[config.mk]
export PLATFORM = sky130hd
export DESIGN_NAME = pgwin_flash_bridge
export DESIGN_NICKNAME = d
export VERILOG_FILES = /design/src/rtl/pgwin_pkg.sv /design/src/rtl/pgwin_decode.sv /design/src/rtl/pgwin_page_reg.sv /design/src/rtl/pgwin_bus_ctrl.sv /design/src/rtl/pgwin_flash_bridge.sv
export SDC_FILE = /design/constraint.sdc
export NUM_CORES = 1
export LEC_CHECK = 0
export ABC_AREA = 1
export BUFFER_PORTS_ARGS = -buffer_cell sky130_fd_sc_hd__buf_2
export CAP_MARGIN = 25
export CORE_ASPECT_RATIO = 1.25
export CORE_MARGIN = 4
export CORE_UTILIZATION = 30
export DETAILED_ROUTE_END_ITERATION = 16
export GPL_TIMING_DRIVEN = 0
export HOLD_SLACK_MARGIN = 0.12
export PLACE_DENSITY = 0.65
export SLEW_MARGIN = 20
export SYNTH_ARGS = -nofsm -noshare
export SYNTH_HDL_FRONTEND = slang
export SYNTH_SLANG_ARGS = --single-unit
[constraint.sdc]
create_clock -name clk -period 2.2 [get_ports clk]
set_clock_uncertainty 0.1 [all_clocks]
set_input_delay 0.33 -clock clk [delete_from_list [all_inputs] [get_ports clk]]
set_output_delay 0.33 -clock clk [all_outputs]
set_load 0.01 [all_outputs]
[src/rtl/pgwin_pkg.sv]
package pgwin_pkg;

    // Classified host cycle for one clock.
    typedef enum logic [3:0] {
        ACC_NONE,
        ACC_MRD,
        ACC_MWR,
        ACC_IORD_LO,
        ACC_IORD_HI,
        ACC_IORD_W,
        ACC_IOWR_LO,
        ACC_IOWR_HI,
        ACC_IOWR_W
    } acc_e;

    // Source of the host read data in the current cycle.
    typedef enum logic [2:0] {
        RS_NONE,
        RS_FLASH,
        RS_PG_LO,
        RS_PG_HI,
        RS_PG_W
    } rsel_e;

endpackage

[src/rtl/pgwin_decode.sv]
module pgwin_decode
    import pgwin_pkg::*;
#(
    parameter int                  HOST_AW  = 20,
    parameter int                  WIN_AW   = 14,
    parameter logic [HOST_AW-1:0]  WIN_BASE = 20'hDC000,
    parameter int                  IO_AW    = 16,
    parameter logic [IO_AW-1:0]    IO_BASE  = 16'h0258
) (
    input  logic [HOST_AW-1:0] host_addr,
    input  logic               host_mem_rd,
    input  logic               host_mem_wr,
    input  logic               host_io_rd,
    input  logic               host_io_wr,
    input  logic               host_io_wide,
    output acc_e               acc
);
    localparam int                TAG_W  = HOST_AW - WIN_AW;
    localparam logic [TAG_W-1:0]  WIN_TAG = WIN_BASE[HOST_AW-1:WIN_AW];
    localparam logic [IO_AW-1:0]  IO_HI   = IO_AW'(IO_BASE + 1);

    logic in_win;
    logic hit_lo;
    logic hit_hi;

    always_comb begin
        in_win = (host_addr[HOST_AW-1:WIN_AW] == WIN_TAG);
        hit_lo = (host_addr[IO_AW-1:0] == IO_BASE);
        hit_hi = (host_addr[IO_AW-1:0] == IO_HI);
        acc    = ACC_NONE;
        // Write strobes win over read strobes; memory wins over I/O.
        if (host_mem_wr) begin
            if (in_win) acc = ACC_MWR;
        end else if (host_mem_rd) begin
            if (in_win) acc = ACC_MRD;
        end else if (host_io_wr) begin
            if (hit_lo)      acc = host_io_wide ? ACC_IOWR_W : ACC_IOWR_LO;
            else if (hit_hi) acc = ACC_IOWR_HI;
        end else if (host_io_rd) begin
            if (hit_lo)      acc = host_io_wide ? ACC_IORD_W : ACC_IORD_LO;
            else if (hit_hi) acc = ACC_IORD_HI;
        end
    end
endmodule

[src/rtl/pgwin_page_reg.sv]
module pgwin_page_reg
    import pgwin_pkg::*;
#(
    parameter int LO_W   = 8,
    parameter int HI_W   = 2,
    parameter int EN_BIT = 7
) (
    input  logic            clk,
    input  logic            rst_n,
    input  acc_e            acc,
    input  logic [15:0]     host_wdata,
    output logic [LO_W-1:0] page_lo,
    output logic [HI_W-1:0] page_hi,
    output logic            dev_en
);
    typedef struct packed {
        logic [LO_W-1:0] lo;
        logic [HI_W-1:0] hi;
        logic            en;
    } page_t;

    page_t pg_d, pg_q;

    always_comb begin
        pg_d = pg_q;
        case (acc)
            ACC_IOWR_LO: pg_d.lo = host_wdata[LO_W-1:0];
            ACC_IOWR_HI: begin
                pg_d.hi = host_wdata[HI_W-1:0];
                pg_d.en = host_wdata[EN_BIT];
            end
            ACC_IOWR_W: begin
                pg_d.lo = host_wdata[LO_W-1:0];
                pg_d.hi = host_wdata[8 +: HI_W];
                pg_d.en = host_wdata[8 + EN_BIT];
            end
            default: ;
        endcase
    end

    always_ff @(posedge clk or negedge rst_n) begin
        if (!rst_n) pg_q <= '0;
        else        pg_q <= pg_d;
    end

    assign page_lo = pg_q.lo;
    assign page_hi = pg_q.hi;
    assign dev_en  = pg_q.en;
endmodule

[src/rtl/pgwin_bus_ctrl.sv]
module pgwin_bus_ctrl
    import pgwin_pkg::*;
#(
    parameter int WIN_AW = 14
) (
    input  logic              clk,
    input  logic              rst_n,
    input  acc_e              acc,
    input  logic              dev_en,
    input  logic [WIN_AW-1:0] win_off,
    input  logic [7:0]        host_wdata_lo,
    output logic              ce_n,
    output logic              oe_n,
    output logic              we_n,
    output logic              dq_oe,
    output logic [7:0]        dq_out,
    output logic [WIN_AW-1:0] off,
    output rsel_e             rsel
);
    typedef struct packed {
        logic              ce_n;
        logic              oe_n;
        logic              we_n;
        logic              dq_oe;
        logic [7:0]        dq;
        logic [WIN_AW-1:0] off;
        rsel_e             rsel;
    } ctl_t;

    ctl_t ctl_d, ctl_q;

    always_comb begin
        ctl_d       = ctl_q;
        ctl_d.ce_n  = 1'b1;
        ctl_d.oe_n  = 1'b1;
        ctl_d.we_n  = 1'b1;
        ctl_d.dq_oe = 1'b0;
        ctl_d.rsel  = RS_NONE;
        case (acc)
            ACC_MRD: if (dev_en) begin
                ctl_d.ce_n = 1'b0;
                ctl_d.oe_n = 1'b0;
                ctl_d.off  = win_off;
                ctl_d.rsel = RS_FLASH;
            end
            ACC_MWR: if (dev_en) begin
                ctl_d.ce_n  = 1'b0;
                ctl_d.we_n  = 1'b0;
                ctl_d.dq_oe = 1'b1;
                ctl_d.dq    = host_wdata_lo;
                ctl_d.off   = win_off;
            end
            ACC_IORD_LO: ctl_d.rsel = RS_PG_LO;
            ACC_IORD_HI: ctl_d.rsel = RS_PG_HI;
            ACC_IORD_W:  ctl_d.rsel = RS_PG_W;
            default: ;
        endcase
    end

    always_ff @(posedge clk or negedge rst_n) begin
        if (!rst_n) begin
            ctl_q      <= '0;
            ctl_q.ce_n <= 1'b1;
            ctl_q.oe_n <= 1'b1;
            ctl_q.we_n <= 1'b1;
            ctl_q.rsel <= RS_NONE;
        end else begin
            ctl_q <= ctl_d;
        end
    end

    assign ce_n   = ctl_q.ce_n;
    assign oe_n   = ctl_q.oe_n;
    assign we_n   = ctl_q.we_n;
    assign dq_oe  = ctl_q.dq_oe;
    assign dq_out = ctl_q.dq;
    assign off    = ctl_q.off;
    assign rsel   = ctl_q.rsel;
endmodule

[src/rtl/pgwin_flash_bridge.sv]
module pgwin_flash_bridge
    import pgwin_pkg::*;
#(
    parameter int                  HOST_AW  = 20,
    parameter int                  WIN_AW   = 14,
    parameter logic [HOST_AW-1:0]  WIN_BASE = 20'hDC000,
    parameter int                  IO_AW    = 16,
    parameter logic [IO_AW-1:0]    IO_BASE  = 16'h0258,
    parameter int                  FLASH_AW = 24,
    parameter int                  PAGE_LO_W = 8,
    parameter int                  EN_BIT   = 7
) (
    input  logic                clk,
    input  logic                rst_n,
    input  logic [HOST_AW-1:0]  host_addr,
    input  logic                host_mem_rd,
    input  logic                host_mem_wr,
    input  logic                host_io_rd,
    input  logic                host_io_wr,
    input  logic                host_io_wide,
    input  logic [15:0]         host_wdata,
    output logic [15:0]         host_rdata,
    output logic                host_rdata_oe,
    output logic [FLASH_AW-1:0] flash_addr,
    input  logic [7:0]          flash_dq_in,
    output logic [7:0]          flash_dq_out,
    output logic                flash_dq_oe,
    output logic                flash_ce_n,
    output logic                flash_oe_n,
    output logic                flash_we_n,
    output logic                flash_rst_n
);
    localparam int PAGE_HI_W = FLASH_AW - WIN_AW - PAGE_LO_W;

    acc_e                 acc;
    logic [PAGE_LO_W-1:0] page_lo;
    logic [PAGE_HI_W-1:0] page_hi;
    logic                 dev_en;
    logic [WIN_AW-1:0]    off;
    rsel_e                rsel;
    logic [7:0]           hi_byte;

    pgwin_decode #(
        .HOST_AW (HOST_AW),
        .WIN_AW  (WIN_AW),
        .WIN_BASE(WIN_BASE),
        .IO_AW   (IO_AW),
        .IO_BASE (IO_BASE)
    ) u_decode (
        .host_addr   (host_addr),
        .host_mem_rd (host_mem_rd),
        .host_mem_wr (host_mem_wr),
        .host_io_rd  (host_io_rd),
        .host_io_wr  (host_io_wr),
        .host_io_wide(host_io_wide),
        .acc         (acc)
    );

    pgwin_page_reg #(
        .LO_W  (PAGE_LO_W),
        .HI_W  (PAGE_HI_W),
        .EN_BIT(EN_BIT)
    ) u_page (
        .clk       (clk),
        .rst_n     (rst_n),
        .acc       (acc),
        .host_wdata(host_wdata),
        .page_lo   (page_lo),
        .page_hi   (page_hi),
        .dev_en    (dev_en)
    );

    pgwin_bus_ctrl #(
        .WIN_AW(WIN_AW)
    ) u_ctrl (
        .clk          (clk),
        .rst_n        (rst_n),
        .acc          (acc),
        .dev_en       (dev_en),
        .win_off      (host_addr[WIN_AW-1:0]),
        .host_wdata_lo(host_wdata[7:0]),
        .ce_n         (flash_ce_n),
        .oe_n         (flash_oe_n),
        .we_n         (flash_we_n),
        .dq_oe        (flash_dq_oe),
        .dq_out       (flash_dq_out),
        .off          (off),
        .rsel         (rsel)
    );

    // Readback image of the upper page byte: unused bits read zero.
    always_comb begin
        hi_byte                  = '0;
        hi_byte[PAGE_HI_W-1:0]   = page_hi;
        hi_byte[EN_BIT]          = dev_en;
    end

    always_comb begin
        host_rdata_oe = (rsel != RS_NONE);
        case (rsel)
            RS_FLASH: host_rdata = {8'h00, flash_dq_in};
            RS_PG_LO: host_rdata = {8'h00, page_lo};
            RS_PG_HI: host_rdata = {8'h00, hi_byte};
            RS_PG_W:  host_rdata = {hi_byte, page_lo};
            default:  host_rdata = 16'hFFFF;
        endcase
    end

    assign flash_addr  = {page_hi, page_lo, off};
    assign flash_rst_n = dev_en;
endmodule

== Word-level counts from Yosys, hierarchy flattened ==
Index checks and enable logic that the tools add are counted.

* Word-level logic and storage cells: 56
* Input port bits: 51
* Output and inout bits: 54
* Bits in writable memories: 0
* Memory bits (read-only): 0
* Latch bits: 0
* Register bits: 40
* Memories: 0

* Add/subtract/negate cells: 0
* Muxes and demuxes: 23
* $lt $le $gt $ge: 0
* Multiply operators: 0
* Divide/modulo/power cells: 0
* Bitwise gates (word level): 0
* Equal/unequal tests: 17
* Shifts and indexed selects: 0
* Reductions and logical operators: 6

{| class="wikitable"
|+ Operators by type and width
! operator !! count
|-
| $pmux 16 s4 || 1
|-
| $eq 16x10->1 const B || 2
|-
| $mux 4 || 7
|-
| $pmux 14 s2 || 1
|-
| $mux 24 || 1
|-
| $mux 17 || 1
|-
| $eq 4x3->1 const B || 4
|-
| $pmux 3 s4 || 1
|-
| $mux 10 || 1
|-
| $mux 3 || 3
|-
| $eq 4x2->1 const B || 2
|-
| $eq 3x2->1 const B || 2
|-
| $eq 6x6->1 const B || 1
|-
| $pmux 3 s2 || 1
|-
| $eq 4x1->1 const B || 1
|-
| $eq 4x4->1 const B || 1
|-
| $mux 2 || 2
|-
| $ne 2x2->1 const B || 2
|-
| $reduce_bool 2->1 || 2
|-
| $eq 3x1->1 const B || 1
|-
| $eq 3x3->1 const B || 1
|-
| $mux 1 || 3
|-
| $reduce_and 3->1 || 1
|-
| $reduce_bool 3->1 || 1
|-
| 3 further kinds || 3
|}

== Longest topological paths before layout ==
Gate-level depths: netlist of the first run.

* Word-level depth: 10
* Gate-level depth with buffers: 15
* Mapped depth without buffers: 14

== Cells and area by module ==
Synthesis of the first run repeated with hierarchy kept, for this count alone.

* Cell total of the unflattened synthesis: 329
* Area, all modules: 2349.8 µm²

{| class="wikitable"
|+ By module, submodules not included
! module !! cells an instance !! area each (µm²) !! seq. area each (µm²) !! instances
|-
| pgwin_bus_ctrl || 149 || 1268.7 || 729.4 || 1
|-
| pgwin_page_reg || 70 || 574.3 || 275.3 || 1
|-
| pgwin_flash_bridge || 57 || 274.0 || 0.0 || 1
|-
| pgwin_decode || 53 || 232.7 || 0.0 || 1
|}

== Worst setup path before layout of the first run ==
OpenSTA, ideal clock, no wires.

* Path kind: register to output
* Start: register, netlist name u_ctrl.rsel[2]
* End: output host_rdata[15]
* Stages on the path, launching flop included: 7
* Setup slack: 199 ps
* Arrival: 1571 ps
* Required time: 1770 ps
* Cells stage by stage: dfrtp_1 -> inv_1 -> nand3_1 -> nand2_1 -> nor2_1 -> inv_1 -> o21ai_0

* Cells in the longest elaborated chain, start to end: 2
* Elaborated cells on any way between the ends: 5

{| class="wikitable"
|+ Ends and longest elaborated chain
! item !! line !! RTL
|-
| $eq 3x3->1 (tied with other cells) || pgwin_flash_bridge.sv:100 || <nowiki>case (rsel)</nowiki>
|-
| $pmux 16 s4 * || pgwin_flash_bridge.sv:100 ||
|-
| to (decl) || pgwin_flash_bridge.sv:22 || <nowiki>output logic [15:0] host_rdata,</nowiki>
|}

Every way passes the cells marked *; elsewhere a longest branch is shown, timed or not.

== Final worst setup path of the first run ==
* Start: register, netlist name u_ctrl.rsel[0]
* End: output host_rdata[6]

* Cells in the longest elaborated chain, start to end: 2
* Elaborated cells on any way between the ends: 5

{| class="wikitable"
|+ Ends and longest elaborated chain
! item !! line
|-
| $eq 3x3->1 (tied with other cells) || pgwin_flash_bridge.sv:100
|-
| $pmux 16 s4 * || pgwin_flash_bridge.sv:100
|}

Marked as above.

==> flow_metrics.py, run 1 <==
metrics = {
    "routing": {
        "drc": 0,
        "vias": 2327,
        "wirelength_um": 6410,
        "drtIter0Drc": 94,
        "postRouteAntennaNets": 0,
        "wl_per_cell_um": 12.4,
        "dr.pass1.iters": 4,
        "routed_via_density": 4.52,
    },
    "placement": {
        "place_congestion": 0.847,
        "dp.cells": 504,
        "port_buffers": 99,
        "hpwl_um": 5150,
        "pre_cts_ws_ns": -0.101,
    },
    "clock_tree": {
        "cts_inserted_buffers": 5,
        "clk_path_buf_depth": 2,
        "clk_latency_ns": 0.28,
        "htreeDepth": 2,
        "cts_root_buffer": "clkbuf_8",
        "path_clk_slew_ns": 0.08,
        "cts_sinks": 40,
        "cts_tree": "yes",
    },
    "critical_path": {
        "endpoint_kind": "output pin",
        "crit_fanout": 7,
        "worstPathRequired_ns": 1.77,
        "worst_setup_path_start_kind": "register",
        "critPathKind": "reg2out",
        "cp_data_arrival_time_ns": 1.68,
    },
    "grt": {
        "grt_start_max_net_pins": 41,
        "antenna_found_initial": 0,
        "grt_pass1_wl_um": 10900,
        "grt_pass1_vias": 2350,
        "grt_overflow_total": 0,
        "grt_use_total": 0.144,
    },
    "yosys": {
        "synth.area.mux_share": 0,
        "synth_cell_types": 26,
        "ys_warn_count": 0,
        "synth-seq-area-share": 0.431,
        "syn_nets": 364,
        "synth_simple_gate_area_share": 0.435,
        "synth_top_area_frac": 0.397,
        "synth.area.top_cells": "dfrtp_1, nand2_1, nand3_1",
        "synth-compound-area-share": 0.0430,
        "synth_area_leader_cell": "dfrtp_1",
        "synth_area_um2": 2330,
        "synth_top_family_by_area": "simple AND/OR/NAND/NOR gates",
        "synthCells": 313,
        "synth_xor_area_frac": 0,
        "avgSynthCellArea_um2": 7.44,
        "synth_fa_ha_area_frac": 0,
        "ys_ff_latch": 40,
    },
    "cells_and_area": {
        "areaGrowthSynthToFinish_pct": 33.6,
        "antenna_cells": 0,
        "drive_above_1_share": 0.392,
        "nNetsFinal": 473,
        "mostFrequentLayoutCells": "nand2_1, buf_2, dfrtp_1, inv_1, nand3_1",
        "final_common_cell": "nand2_1",
        "fin_cells": 515,
    },
    "timing": {
        "setup_viol_count_final": 0,
        "finalWorstSetupSlack_ns": 0.0915,
        "fin_crit_sh": 0.958,
        "tightest_slew_ns": 0.888,
        "maxSlewHeadroom": 0.408,
        "finalMaxSlewViolations": 0,
        "max_freq_mhz": 474,
        "fin_crit_ns": 2.11,
        "hold_violations": 0,
    },
    "floorplan": {
        "start_util": 0.311,
        "die_area_um2": 9250,
        "die_w_um": 86.8,
        "io_pins": 105,
        "core_area_um2": 7490,
        "placement_rows": 35,
        "die_h_um": 107,
    },
    "power": {
        "p_leak_nw": 1.85,
        "ir_worst_vdd_v": 0.000216,
        "powerDensity_nw_per_um2": 500,
    },
    "min_path": {
        "hold_class": "in2reg",
    },
    "status": {
        "status": "finished, final reports clean",
    },
    "job": {
        "drv_cap": 0,
    },
}
## metal layers
| metal | vias to the layer above | track usage | part of all wire |
|---|---|---|---|
| li1 | 1190 | - | - |
| met2 | 78 | 0.256 | 0.50 |
| met1 | 1052 | 0.176 | 0.42 |
| met3 | 7 | 0.0302 | 0.072 |
| met4 | 0 | 0.0301 | 0.0087 |
| met5 | - | 0 | 0 |
## final timing paths
check / depth (start not counted) / startpoint / slack (ns) / to
worst max-delay path: 7 / u_ctrl.rsel[0] / 0.09 / host_rdata[6]
worst min-delay path: 3 / host_wdata[4] / 0.16 / u_page.page_lo[4]
worst max register to register: 6 / u_page.dev_en / 0.34 / u_ctrl.off[9]
worst min register to register: 2 / u_ctrl.dq_out[2] / 0.37 / u_ctrl.dq_out[2]
max in group asynchronous: 2 / rst_n / 0.79 / u_ctrl.rsel[1]
min in group asynchronous: 2 / rst_n / 0.59 / u_ctrl.off[4]
## cell families after synthesis
family,count (synthesis)
AOI/OAI and AO/OA,12
buffers and inverters,47
and+or+nand+nor,214
DFF,40
## power breakdown
part | internal (mW) | switching (mW)
clock | 0.337 | 0.252
sequential | 0.749 | 0.0135
combinational | 0.0887 | 0.119
total | 1.17 | 0.384
## sequential cells by signal, indices dropped and copies added (netlist names)
signal          cells
u_ctrl.dq_out       8
u_ctrl.off         14
u_ctrl.dq_oe        1
u_page.page_lo      8
u_ctrl.rsel         3
u_page.page_hi      2
u_ctrl.oe_n         1
u_page.dev_en       1
u_ctrl.ce_n         1
u_ctrl.we_n         1
## per-stage QoR
stage	power [mW]	cell area [um^2]	utilization	hold WS (ns)	TNS, ns
6_report	1.56	3110	0.416	0.158	0
5_1_grt	1.64	3110	0.416	0.166	-0.00116
4_1_cts	1.58	3090	0.413	0.154	0
3_5_place_dp	0.978	2940	0.393	0.360	-0.377
3_3_place_gp	0.974	2940	0.393	0.353	-0.00825
2_1_floorplan	0.868	2330	-	-0.0656	0
## synthesized netlist by cell type
| library cell | count |
|---|---|
| nor2_2 | 8 |
| buf_8 | 1 |
| nor2_4 | 4 |
| nand3b_1 | 1 |
| clkbuf_1 | 3 |
| dfstp_2 | 3 |
| nor3_1 | 2 |
| nand3_1 | 30 |
| o21ai_0 | 4 |
| nand2_4 | 3 |
| buf_2 | 1 |
| a21oi_1 | 1 |
| a21oi_2 | 1 |
| a221o_1 | 5 |
| nand4_1 | 4 |
| a21oi_4 | 1 |
| inv_1 | 35 |
| nor2_1 | 17 |
| nand2_2 | 8 |
| dfrtp_1 | 37 |
| nand2_1 | 128 |
| inv_2 | 2 |
| buf_6 | 1 |
| buf_4 | 4 |
| nand3_2 | 8 |
| nand3_4 | 1 |
## cell type report
cell class,instances,area (um^2)
Timing Repair Buffer,103,526
Fill cell,772,4380
Clock inverter,2,35.0
Multi-Input combinational cell,226,1150
Tap cell,92,115
Sequential cell,40,1010
Buffer,9,70.1
Inverter,37,139
Clock buffer,6,72.6
## worst max-delay path, stage by stage, from the launching register on
cell and delay (ns):
dfrtp_1 0.44, nor2_4 0.16, nand2_2 0.09, nand2_4 0.10, nor2_4 0.07, clkbuf_2 0.14, a221o_1 0.26, buf_2 0.14
## timing repair
action                                 4_1_cts  5_1_grt
resized for setup                            8        7
endpoints found under the hold margin       37        0
pin swaps                                    1        1
setup endpoints to repair                   16       16
setup buffers                                2        1
gates cloned                                 0        0
hold buffers                                 1        0
Power figures use the tool's default switching activity.
==> inputs of run 2 (changes only) <==
CELL_PAD_IN_SITES_DETAIL_PLACEMENT = 2   (was unset)
CELL_PAD_IN_SITES_GLOBAL_PLACEMENT = 2   (was unset)
CORE_UTILIZATION = 25   (was 30)
PLACE_DENSITY = 0.91   (was 0.65)
==> run 2 against run 1 <==
Compared with the run above:
- cell count is 6.0% higher
- hold slack better by 0.010 ns
- die area is 18% higher
- sequential cell count stayed put
- clock-buffer cell count stayed put
- combinational power is 8% higher
- sequential share of layout area is 0.96 points lower
- register-to-register slack worse by 0.03 ns
==> flow_metrics.py, run 2 (synthesis results as in run 1) <==
metrics = {
    "status": {
        "status": "finished, final reports clean",
    },
    "placement": {
        "pre_cts_ws_ns": -0.178,
        "place_area_um2": 2980,
        "place_congestion": 0.751,
        "port_buffers": 99,
        "hpwl_um": 6770,
    },
    "cells_and_area": {
        "regArea_um2": 1010,
        "largest_reg_flops": 14,
        "fillCellCount": 1128,
        "mostFrequentLayoutCells": "nand2_1, buf_2, dfrtp_1, inv_1, nand3_1",
        "final_area_um2": 3200,
        "multi_input_area_um2": 1140,
        "nNetsFinal": 473,
        "antenna_cells": 0,
        "areaGrowthSynthToFinish_pct": 37.5,
        "final_common_cell": "nand2_1",
        "drive_above_1_share": 0.381,
    },
    "critical_path": {
        "crit_family": "flip-flops",
        "critPathKind": "reg2out",
        "cpPeakStageDelay_ns": 0.42,
        "path_buf_inv": 3,
        "path_depth": 7,
        "worst-r2r-cell-count": 6,
        "slowest_stage": "dfrtp_1",
        "r2r_end": "u_ctrl.dq_out[3]",
        "r2r_start": "u_page.dev_en",
        "worstPathCellList": "inv_1 > nand3_1 > nand2_4 > nor2_4 > buf_12 > a221o_1 > buf_2",
        "crit_fanout": 10,
        "cp_data_arrival_time_ns": 1.66,
        "regToRegSetupSlack_ns": 0.31,
        "endpoint_kind": "output pin",
        "worstPathRequired_ns": 1.77,
        "worst_setup_path_start_kind": "register",
    },
    "routing": {
        "drc": 0,
        "wl_per_cell_um": 15.5,
        "vias": 2505,
        "postRouteAntennaNets": 0,
        "dr.pass1.iters": 4,
        "wirelength_um": 8460,
        "drtIter0Drc": 62,
        "routed_via_density": 4.59,
    },
    "grt": {
        "grt_pass1_wl_um": 13400,
        "antenna_found_initial": 0,
        "grt_pass1_vias": 2741,
        "grt_use_total": 0.155,
        "grt_overflow_total": 0,
        "grt_start_max_net_pins": 41,
    },
    "power": {
        "ir_worst_vdd_v": 0.000283,
        "p_total_mw": 1.69,
        "p_leak_nw": 1.87,
        "powerDensity_nw_per_um2": 528,
    },
    "min_path": {
        "hp-start": "host_wdata[6]",
        "worstHoldEndpoint": "u_page.page_lo[6]",
        "hold_class": "in2reg",
        "min_path_cells": 3,
    },
    "timing": {
        "finalWorstSetupSlack_ns": 0.111,
        "finalMaxSlewViolations": 0,
        "fin_crit_ns": 2.09,
        "tns_ns": 0,
        "fin_crit_sh": 0.950,
        "max_freq_mhz": 479,
        "tightest_slew_ns": 0.485,
        "maxSlewHeadroom": 0.675,
        "setup_viol_count_final": 0,
        "hold_violations": 0,
    },
    "clock_tree": {
        "clk_path_buf_depth": 2,
        "cts_sinks": 40,
        "cts_root_buffer": "clkbuf_16",
        "htreeDepth": 2,
        "path_clk_slew_ns": 0.06,
        "cts_tree": "yes",
        "clk_latency_ns": 0.27,
        "cts_inserted_buffers": 5,
    },
    "floorplan": {
        "die_h_um": 116,
        "die_area_um2": 10900,
        "io_pins": 105,
        "die_w_um": 94.3,
        "placement_rows": 39,
        "start_util": 0.255,
        "core_area_um2": 9130,
    },
    "job": {
        "drv_cap": 0,
    },
}
==> run 2: cell type report <==
cell class,instances,area share
sequential,40,0.314
tap,123,0.0480
inverter,37,0.0433
multi-input combinational,226,0.356
timing repair buffer,103,0.173
clock inverter,2,0.00390
clock buffer,6,0.0402
buffer,9,0.0219
==> run 2: metrics by stage <==
stage,std cells,hold WS (ns),util
6_report,546,0.168,0.351
5_1_grt,546,0.181,0.351
4_1_cts,543,0.124,0.344
3_5_place_dp,535,0.357,0.326
3_3_place_gp,535,0.355,0.326
2_1_floorplan,313,-0.0656,-
==> run 2: worst min-delay path, stage by stage <==
cell     delay, ns
buf_2         0.09
nand2_1       0.05
nand2_1       0.05
==> run 2: what timing repair did <==
action | CTS | global route
hold endpoints to repair | 0 | 16
buffers inserted | 0 | 2
hold buffers | 0 | 1
resized for setup | 6 | 3
pin swaps | 0 | 2
endpoints found under the setup margin | 16 | 28
==> run 2: power breakdown <==
| part | internal [mW] | leakage (nW) | switching (mW) | total (mW) |
|---|---|---|---|---|
| Combinational | 0.0944 | 1.26 | 0.129 | 0.223 |
| Sequential | 0.750 | 0.544 | 0.0134 | 0.763 |
| Clock | 0.418 | 0.0669 | 0.286 | 0.705 |
| Total | 1.26 | 1.87 | 0.429 | 1.69 |
==> run 2: routing by layer <==
| layer | global-route usage | up-vias | routed length [um] |
|---|---|---|---|
| li1 | - | 1191 | - |
| met1 | 0.167 | 1240 | 3150 |
| met2 | 0.305 | 67 | 4700 |
| met3 | 0.0338 | 7 | 534 |
| met4 | 0.0299 | 0 | 80 |
| met5 | 0 | - | 0 |
==> run 2: how the worst max path moves through the flow <==
stage | start | endpoint
floorplan | u_ctrl.rsel[2] | host_rdata[15]
global placement | u_ctrl.rsel[2] | host_rdata[15]
detailed placement | u_ctrl.rsel[2] | host_rdata[15]
CTS | u_ctrl.rsel[2] | host_rdata[15]
global route | u_ctrl.rsel[0] | host_rdata[2]
finish | u_ctrl.rsel[0] | host_rdata[6]
==> inputs of run 3 (changes only) <==
ABC_AREA = unset   (was 1)
CORE_UTILIZATION = 27   (was 25)
PLACE_DENSITY = 0.9   (was 0.91)
==> run 3 against run 2 <==
Compared with the run above:
- cell count shrank 30%
- critical path depth grew 1
- hold slack lost 0.017 ns
- sequential share of layout area grew 3.0 points
- first-iteration DRC count shrank 26%
- global-route usage shrank 0.54 points
- sequential power shrank 3.7%
- clock-buffer cell count is the same
- clock power shrank 16%
- non-clock buffer count is the same
- critical endpoint is now u_ctrl.off[4]
==> flow_metrics.py, run 3 <==
metrics = {
    "cells_and_area": {
        "final_common_cell": "buf_2",
        "antenna_cells": 0,
        "regArea_um2": 1010,
        "drive_above_1_share": 0.577,
        "multi_input_area_um2": 1060,
        "nNetsFinal": 341,
        "areaGrowthSynthToFinish_pct": 40.3,
        "mostFrequentLayoutCells": "buf_2, dfrtp_1, mux2_2, nor2_1, mux2_4",
        "final_area_um2": 2930,
        "fillCellCount": 830,
        "largest_reg_flops": 14,
        "post-route-util": 0.393,
    },
    "yosys": {
        "synthCells": 181,
        "ys_ff_latch": 40,
        "synth_ff_type": "dfrtp_1",
        "synth_cell_types": 38,
        "synthArstFlopShare": 1.00,
        "synth_area_um2": 2090,
        "synth_top_area_frac": 0.444,
        "syn_nets": 232,
        "synth.area.top_cells": "dfrtp_1, mux2_2, mux2_4",
        "synth_commonest_cells": "dfrtp_1, mux2_2, nor2_1",
        "synth_area_leader_cell": "dfrtp_1",
        "avgSynthCellArea_um2": 11.5,
        "ys_warn_count": 0,
        "synth-seq-area-share": 0.481,
        "synth-edff-count": 0,
        "yosysMostFrequentCell": "dfrtp_1",
    },
    "routing": {
        "drc": 0,
        "wirelength_um": 6520,
        "wl_per_cell_um": 17.0,
        "routed_via_density": 4.80,
        "postRouteAntennaNets": 0,
        "dr.pass1.iters": 5,
        "vias": 1838,
        "drtIter0Drc": 46,
    },
    "power": {
        "p_total_mw": 1.44,
        "p_leak_nw": 1.50,
        "powerDensity_nw_per_um2": 490,
        "ir_worst_vdd_v": 0.000265,
    },
    "clock_tree": {
        "cts_sinks": 40,
        "htreeDepth": 2,
        "cts_inserted_buffers": 5,
        "cts_tree": "yes",
        "path_clk_slew_ns": 0.08,
        "clk_latency_ns": 0.28,
        "clk_path_buf_depth": 2,
        "cts_root_buffer": "clkbuf_8",
    },
    "critical_path": {
        "worst-r2r-cell-count": 4,
        "critPathKind": "in2reg",
        "cp_data_arrival_time_ns": 2.23,
        "r2r_start": "u_page.dev_en",
        "cpPeakStageDelay_ns": 0.34,
        "cp-startpoint": "host_addr[11]",
        "regToRegSetupSlack_ns": 0.44,
        "r2r_end": "u_ctrl.off[4]",
        "endpoint_kind": "register",
        "crit_fanout": 10,
        "worstPathRequired_ns": 2.27,
        "worst_setup_path_start_kind": "input pin",
        "slowest_stage": "o31a_1",
        "crit_end": "u_ctrl.off[4]",
        "worstPathCellList": "buf_2 > nor4b_4 > nand3_2 > o31a_1 > or2_4 > a21oi_4 > buf_12 > mux2_4",
    },
    "grt": {
        "grt_use_total": 0.149,
        "grt_overflow_total": 0,
        "grt_pass1_vias": 2158,
        "antenna_found_initial": 0,
        "grt_start_max_net_pins": 41,
        "grt_pass1_wl_um": 10900,
    },
    "floorplan": {
        "core_area_um2": 7440,
        "die_w_um": 86.6,
        "die_h_um": 106,
        "io_pins": 105,
        "placement_rows": 35,
        "start_util": 0.280,
        "die_area_um2": 9210,
    },
    "placement": {
        "hpwl_um": 5350,
        "place_congestion": 0.780,
        "place_area_um2": 2750,
        "port_buffers": 98,
    },
    "timing": {
        "tightest_slew_ns": 0.905,
        "maxSlewHeadroom": 0.396,
        "setup_viol_count_final": 0,
        "fin_crit_sh": 0.985,
        "worst_hold_slack_ns": 0.151,
        "max_freq_mhz": 461,
        "finalMaxSlewViolations": 0,
        "hold_violations": 0,
        "fin_crit_ns": 2.17,
    },
    "status": {
        "status": "finished, final reports clean",
    },
    "job": {
        "drv_cap": 0,
    },
    "min_path": {
        "hold_class": "in2reg",
    },
}
[run 3: changes by cell type in the layout (fill, tap and decap cells not counted), moves of 7 or more]
cell and change:
nand3_1 -29, nor2_2 -8, nor2b_1 +7, a21oi_1 +7, nand3_2 -7, o22a_1 +8, mux2_2 +21, inv_1 -31
nand2_1 -120, mux2_4 +9
[run 3: cells by family (layout without fill, tap and decap cells)]
group | after synthesis | in the layout | synth area share
xor gates and xnor gates | 1 | 1 | 0.00420
buffers and inverters | 14 | 124 | 0.0402
AOI/OAI and AO/OA | 30 | 30 | 0.107
and+or+nand+nor | 60 | 60 | 0.161
DFF | 40 | 40 | 0.481
muxes | 36 | 36 | 0.207
[run 3: worst min-delay path by stage]
stage	from	endpoint	slack [ns]	cells past startpoint
after floorplan	rst_n	u_ctrl.dq_oe	-0.07	0
after global placement	u_ctrl.dq_out[2]	u_ctrl.dq_out[2]	0.39	1
after detailed placement	u_ctrl.off[1]	u_ctrl.off[1]	0.39	1
after CTS	host_wdata[8]	u_page.page_hi[0]	0.15	3
after global routing	host_addr[10]	u_ctrl.off[10]	0.16	2
final	host_wdata[8]	u_page.page_hi[0]	0.15	3
[run 3: power by group]
part | internal, mW | switching (mW) | total [mW]
combinational | 0.0498 | 0.0593 | 0.109
clock | 0.337 | 0.255 | 0.592
sequential | 0.735 | 0.000149 | 0.735
[run 3: layout make-up]
type | count | share of cell area
inverters | 4 | 0.00513
well taps | 92 | 0.0393
repair buffers | 102 | 0.185
clock buffers | 6 | 0.0248
clock inverters | 2 | 0.0120
flip-flops and latches | 40 | 0.344
multi-input cells | 127 | 0.361
plain buffers | 10 | 0.0291
[run 3: worst max-delay path, delay by kind of cell]
family          cells  cell delay, ns
simple gates        3            0.73
compound gates      2            0.56
mux                 1            0.30
buf+inv             2            0.29
[run 3: timing repair]
item,4_1_cts,5_1_grt
setup endpoints to repair,23,19
hold endpoints to repair,36,0
pin swaps,1,3
gates resized for setup,6,7
hold buffers,1,0
setup buffers,1,2
[run 3: stage by stage]
| step | setup WS [ns] | cells | TNS, ns |
|---|---|---|---|
| floorplan | -0.0438 | 181 | -0.394 |
| global placement | -0.408 | 371 | -7.49 |
| detailed placement | -0.432 | 371 | -8.82 |
| CTS | 0.00921 | 381 | 0 |
| global route | -0.00700 | 383 | -0.0336 |
| finish | 0.0326 | 383 | 0 |
[run 3: routing by layer]
layer	part of all wire	vias up	wire, um	GRT usage
li1	-	858	-	-
met1	0.36	897	2370	0.162
met2	0.54	75	3540	0.277
met3	0.079	8	513	0.0450
met4	0.014	0	89	0.0367
met5	0	-	0	0
